==> config.mk <==
export PLATFORM = sky130hd
export DESIGN_NAME = tmr_irq_sync
export DESIGN_NICKNAME = d
export VERILOG_FILES = /design/src/rtl/tmr_irq_sync_pkg.sv /design/src/rtl/tmr_chan_irq.sv /design/src/rtl/tmr_xclk_sel.sv /design/src/rtl/tmr_irq_sync.sv
export SDC_FILE = /design/constraint.sdc
export NUM_CORES = 1
export LEC_CHECK = 0
export ABC_AREA = 1
export BUFFER_PORTS_ARGS = -buffer_cell sky130_fd_sc_hd__buf_4
export CAP_MARGIN = 40
export CORE_UTILIZATION = 53
export DETAILED_ROUTE_END_ITERATION = 16
export PLACE_DENSITY = 0.82
export SLEW_MARGIN = 20
export SYNTH_ARGS = -nofsm -noshare
export SYNTH_HDL_FRONTEND = slang
export SYNTH_SLANG_ARGS = --single-unit
==> constraint.sdc <==
create_clock -name clk_i -period 2.64 [get_ports clk_i]
set_clock_uncertainty 0.15 [all_clocks]
set_input_delay 0.396 -clock clk_i [delete_from_list [all_inputs] [get_ports clk_i]]
set_output_delay 0.396 -clock clk_i [all_outputs]
set_load 0.03 [all_outputs]
==> src/rtl/tmr_irq_sync_pkg.sv <==
package tmr_irq_sync_pkg;
  localparam int NUM_CH    = 3;
  localparam int NUM_FLAGS = 8;
  localparam int SEL_W     = 2;

  localparam logic [7:0] CH_STRIDE = 8'h10;
  localparam logic [7:0] OFF_STAT  = 8'h00;
  localparam logic [7:0] OFF_IEN   = 8'h04;
  localparam logic [7:0] OFF_IDIS  = 8'h08;
  localparam logic [7:0] OFF_MASK  = 8'h0C;
  localparam logic [7:0] ADDR_CTRL = 8'h30;
  localparam logic [7:0] ADDR_MODE = 8'h34;

  // flag positions within a channel
  localparam int FLG_OVF  = 0;
  localparam int FLG_LOVR = 1;
  localparam int FLG_CMPA = 2;
  localparam int FLG_CMPB = 3;
  localparam int FLG_CMPC = 4;
  localparam int FLG_LDA  = 5;
  localparam int FLG_LDB  = 6;
  localparam int FLG_ETRG = 7;

  typedef enum logic [SEL_W-1:0] {
    XSEL_PIN  = 2'd0,
    XSEL_NONE = 2'd1,
    XSEL_LO   = 2'd2,
    XSEL_HI   = 2'd3
  } xsel_e;

  function automatic logic [7:0] chan_addr(int ch, logic [7:0] off);
    return 8'(ch * 16) + off;
  endfunction
endpackage

==> src/rtl/tmr_chan_irq.sv <==
module tmr_chan_irq
  import tmr_irq_sync_pkg::*;
#(
  parameter int NF = NUM_FLAGS
) (
  input  logic          clk_i,
  input  logic          rst_ni,
  input  logic          ien_we_i,
  input  logic          idis_we_i,
  input  logic [NF-1:0] wbits_i,
  input  logic          stat_clr_i,
  input  logic [NF-1:0] flag_set_i,
  output logic [NF-1:0] stat_o,
  output logic [NF-1:0] mask_o,
  output logic          irq_o
);
  logic [NF-1:0] mask_q, mask_d, stat_q, stat_d;

  always_comb begin
    mask_d = mask_q;
    if (ien_we_i)  mask_d = mask_d | wbits_i;
    if (idis_we_i) mask_d = mask_d & ~wbits_i;
  end

  // new events win over a same-cycle clear
  always_comb begin
    stat_d = stat_q;
    if (stat_clr_i) stat_d = '0;
    stat_d = stat_d | flag_set_i;
  end

  always_ff @(posedge clk_i or negedge rst_ni) begin
    if (!rst_ni) begin
      mask_q <= '0;
      stat_q <= '0;
    end else begin
      mask_q <= mask_d;
      stat_q <= stat_d;
    end
  end

  assign stat_o = stat_q;
  assign mask_o = mask_q;
  assign irq_o  = |(stat_q & mask_q);
endmodule

==> src/rtl/tmr_xclk_sel.sv <==
module tmr_xclk_sel
  import tmr_irq_sync_pkg::*;
#(
  parameter int CH = 0
) (
  input  logic [SEL_W-1:0]  sel_i,
  input  logic              pin_i,
  input  logic [NUM_CH-1:0] tioa_i,
  output logic              xclk_o
);
  // the two siblings, lower index first
  localparam int LO = (CH == 0) ? 1 : 0;
  localparam int HI = (CH == 2) ? 1 : 2;

  always_comb begin
    unique case (xsel_e'(sel_i))
      XSEL_PIN:  xclk_o = pin_i;
      XSEL_NONE: xclk_o = 1'b0;
      XSEL_LO:   xclk_o = tioa_i[LO];
      XSEL_HI:   xclk_o = tioa_i[HI];
      default:   xclk_o = 1'b0;
    endcase
  end
endmodule

==> src/rtl/tmr_irq_sync.sv <==
module tmr_irq_sync
  import tmr_irq_sync_pkg::*;
#(
  parameter int DATA_W = 32,
  parameter int NF     = NUM_FLAGS
) (
  input  logic                 clk_i,
  input  logic                 rst_ni,
  input  logic                 bus_we_i,
  input  logic                 bus_re_i,
  input  logic [7:0]           bus_addr_i,
  input  logic [DATA_W-1:0]    bus_wdata_i,
  output logic [DATA_W-1:0]    bus_rdata_o,
  input  logic [NUM_CH*NF-1:0] flag_set_i,
  input  logic [NUM_CH-1:0]    ext_pin_i,
  input  logic [NUM_CH-1:0]    tioa_i,
  output logic [NUM_CH-1:0]    xclk_o,
  output logic [NUM_CH-1:0]    cnt_rst_o,
  output logic [NUM_CH-1:0]    irq_o
);
  localparam int FLAT_W = NUM_CH * NF;
  localparam int MODE_W = NUM_CH * SEL_W;

  logic [FLAT_W-1:0] stat_all, mask_all;
  logic [MODE_W-1:0] mode_q;
  logic [NUM_CH-1:0] sync_q;
  logic              unused_wdata;

  assign unused_wdata = ^bus_wdata_i[DATA_W-1:MODE_W];

  for (genvar c = 0; c < NUM_CH; c++) begin : g_ch
    logic ien_we, idis_we, clr;
    assign ien_we  = bus_we_i && (bus_addr_i == chan_addr(c, OFF_IEN));
    assign idis_we = bus_we_i && (bus_addr_i == chan_addr(c, OFF_IDIS));
    assign clr     = bus_re_i && (bus_addr_i == chan_addr(c, OFF_STAT));

    tmr_chan_irq #(.NF(NF)) u_irq (
      .clk_i      (clk_i),
      .rst_ni     (rst_ni),
      .ien_we_i   (ien_we),
      .idis_we_i  (idis_we),
      .wbits_i    (bus_wdata_i[NF-1:0]),
      .stat_clr_i (clr),
      .flag_set_i (flag_set_i[c*NF +: NF]),
      .stat_o     (stat_all[c*NF +: NF]),
      .mask_o     (mask_all[c*NF +: NF]),
      .irq_o      (irq_o[c])
    );

    tmr_xclk_sel #(.CH(c)) u_sel (
      .sel_i  (mode_q[c*SEL_W +: SEL_W]),
      .pin_i  (ext_pin_i[c]),
      .tioa_i (tioa_i),
      .xclk_o (xclk_o[c])
    );
  end

  always_ff @(posedge clk_i or negedge rst_ni) begin
    if (!rst_ni) begin
      mode_q <= '0;
      sync_q <= '0;
    end else begin
      if (bus_we_i && bus_addr_i == ADDR_MODE) mode_q <= bus_wdata_i[MODE_W-1:0];
      sync_q <= {NUM_CH{bus_we_i && bus_addr_i == ADDR_CTRL && bus_wdata_i[0]}};
    end
  end

  assign cnt_rst_o = sync_q;

  always_comb begin
    bus_rdata_o = '0;
    if (bus_addr_i == ADDR_MODE) bus_rdata_o = DATA_W'(mode_q);
    for (int c = 0; c < NUM_CH; c++) begin
      if (bus_addr_i == chan_addr(c, OFF_STAT)) bus_rdata_o = DATA_W'(stat_all[c*NF +: NF]);
      if (bus_addr_i == chan_addr(c, OFF_MASK)) bus_rdata_o = DATA_W'(mask_all[c*NF +: NF]);
    end
  end
endmodule

==> flow_summary.toml <==
[outcome]
status = "complete, but fails checks"
violations = "negative hold slack"

[power_and_ir_drop]
p_seq_share_pct = 51.0
combPwrFrac_pct = 15.4
ir_drop_uv = 252
p_per_area_nw_per_um2 = 477
total_power_mw = 1.73
p_clk_share_pct = 33.6
intPower_mw = 1.27
switching_share_pct = 26.7
p_leak_nw = 1.97
switchingPower_uw = 462

[sta]
maxSlewHeadroom_pct = 53.4
slew_violations = 0
setup_viol = 0
tns_ns = 0
fmax_mhz = 429
rsz0062_at_grt = "false"
hold_viol = 34
timing.final.crit_period_ns = 2.33
worst_slack_ns = 0.307
holdWs_ns = -0.0316
fin_crit_sh_pct = 88.4
worst_slew_pin_slew_ns = 0.700

[cells_and_area]
syn2layout_area_growth_pct = 18.5
antenna_cells = 0
layout.cells.non_filler = 509
multi_input_area_um2 = 1340
register_area_um2 = 1380
final_layout_size_suffix_gt1_share_pct = 22.4
fillers = 483
fin_nets = 510

[critical_path]
reg2reg_depth = 1
cp-startpoint = "bus_addr_i[0]"
crit_chain = "buf_4, inv_1, nand2_1, nor2_2, and2_1, nand2_1, nand4_1, buf_4"
crit_type = "in2out"
r2r-start = "mode_q[1]"
worstPathMaxFanout = 8
max_stage_delay_ns = 0.37
end_kind = "output pin"
crit_required_ns = 2.09
cp-start-kind = "input port"
cpMaxStageDelayCell = "and2_1"
rr_endpoint = "mode_q[1]"
worstPathArrival_ns = 1.79
r2r_setup_slack_ns = 1.69

[die]
pin_count = 115
start_util_pct = 55.4
dieWidth_um = 78.1
rows = 27
die-area_um2 = 6100
coreArea_um2 = 5540
dieHeight_um = 78.1

[clock_network]
clkTransAtPathRegs_ns = 0.10
cts-htree-levels = 2
cts_root_buf = "clkbuf_8"
cts.sinks = 55
ctsLongestPathBuffers = 2
clk_latency_ns = 0.30
cts_tree = "built"
cts_made_buffers = 5
cts_resized = 0
postCtsSetupBuffers = 0
cts_hold_buf = 0

[synthesis]
muxShareOfSynthArea_pct = 0.978
syn_avg_cell_area_um2 = 8.30
synth_compound_area_share_pct = 17.7
synth_cell_types = 27
syn_inst = 370
synthAdderAreaFrac_pct = 0
syn-cell-area_um2 = 3070
yosysTopAreaCellShare_pct = 44.8
ys_seq_elements = 55
synth_top_family_by_area = "simple AND/OR/NAND/NOR gates"
synth.largest_area_cell = "dfrtp_1"
yosys.area_share.xor_xnor_pct = 0
synth_area_leaders = "dfrtp_1 45%, buf_4 7.8%, nand2_1 7.1%"
synth-simple-area-share_pct = 22.1
synth-warning-count = 0
synth-seq-area-share_pct = 44.8

[placement]
portBuffers = 66
dp_cells = 501
dp_slack_ns = 0.332
place_congestion = 0.900
dp_hpwl_mm = 5.54

[route]
via_per_inst = 5.30
drt-pass1-iter-count = 5
final_antenna_net_count = 0
drt_iter0_markers = 318
wire_per_inst_um = 14.5
drc = 0
vias = 2698
totalWireLength_mm = 7.38

[global_route]
grt_max_degree = 56
grt_usage_pct = 25.8
grt.overflow.total = 0
grt_pass1_vias = 2515
grt_pass1_wl_mm = 11.9
antenna_found_initial = 0

[worst_hold_path]
hold_class = "in2async"

[flow_run]
drv_cap = 0
per-layer routing:
metal	track usage, %	vias up	part of all wire (%)
met1	35.1	1239	43
li1	-	1297	-
met3	4.19	15	7.8
met2	41.1	147	46
met4	10.6	0	2.9
met5	0	-	0
synth_stat cells (all sizes together):
master and count:
a21oi 39, a221oi 3, a22oi 7, a311oi 2
and2 1, buf 33, conb 1, dfrtp 55
inv 51, mux2 2, nand2 61, nand3 22
nand4 9, nor2 42, nor3 5, o211ai 1
o21ai 8, o21bai 24, o22ai 4
cell usage in the layout (no fill, tap or decap), drive strengths merged:
master,netlist,final
buf,33,69
nand2,61,61
dfrtp,55,55
inv,51,51
nor2,42,42
a21oi,39,39
o21bai,24,24
conb,1,24
nand3,22,22
nand4,9,9
o21ai,8,8
a22oi,7,7
clkbuf,0,6
nor3,5,5
o22ai,4,4
a221oi,3,3
a311oi,2,2
mux2,2,2
and2,1,1
o211ai,1,1
clkinv,0,1
bufinv,0,1
power by group through the flow:
stage	registers [mW]	logic [mW]	clock network, mW
floorplan	0.894	0.187	0
global placement	0.898	0.263	0
detailed placement	0.899	0.267	0
CTS	0.882	0.268	0.586
global route	0.886	0.289	0.619
finish	0.883	0.267	0.582
worst max-delay path, delay by kind of cell:
kind / cells / cell delay (ns)
buf+inv: 3 / 0.32
simple gates: 5 / 1.05
metrics by stage:
stage | instance area [µm²] | util (%)
after floorplan | 3160 | -
after detailed placement | 3520 | 63.5
after CTS | 3640 | 65.6
final | 3640 | 65.6
after global placement | 3520 | 63.5
after global routing | 3640 | 65.6
cells by family after synthesis:
group / count (synthesis)
buffers and inverters: 84
AO/OA/AOI/OAI: 88
AND/OR/NAND/NOR: 140
multiplexers: 2
other: 1
flip-flops: 55
area by class of cell:
class                   count  share of cell area, %
clock buffers               6                   2.27
clock inverters             2                  0.964
inverters                  51                   5.26
multi-input cells         254                   36.9
flip-flops and latches     55                   37.9
well taps                  72                   2.48
repair buffers             69                   14.2
how the worst max path moves through the flow:
| stage | to | slack, ns | depth (start not counted) |
|---|---|---|---|
| floorplan | bus_rdata_o[6] | 0.69 | 7 |
| global placement | bus_rdata_o[0] | 0.32 | 8 |
| detailed placement | bus_rdata_o[3] | 0.33 | 8 |
| CTS | bus_rdata_o[3] | 0.33 | 8 |
| global route | bus_rdata_o[3] | 0.21 | 8 |
| finish | bus_rdata_o[3] | 0.31 | 8 |
No activity file was read; power rests on OpenSTA's default activity.
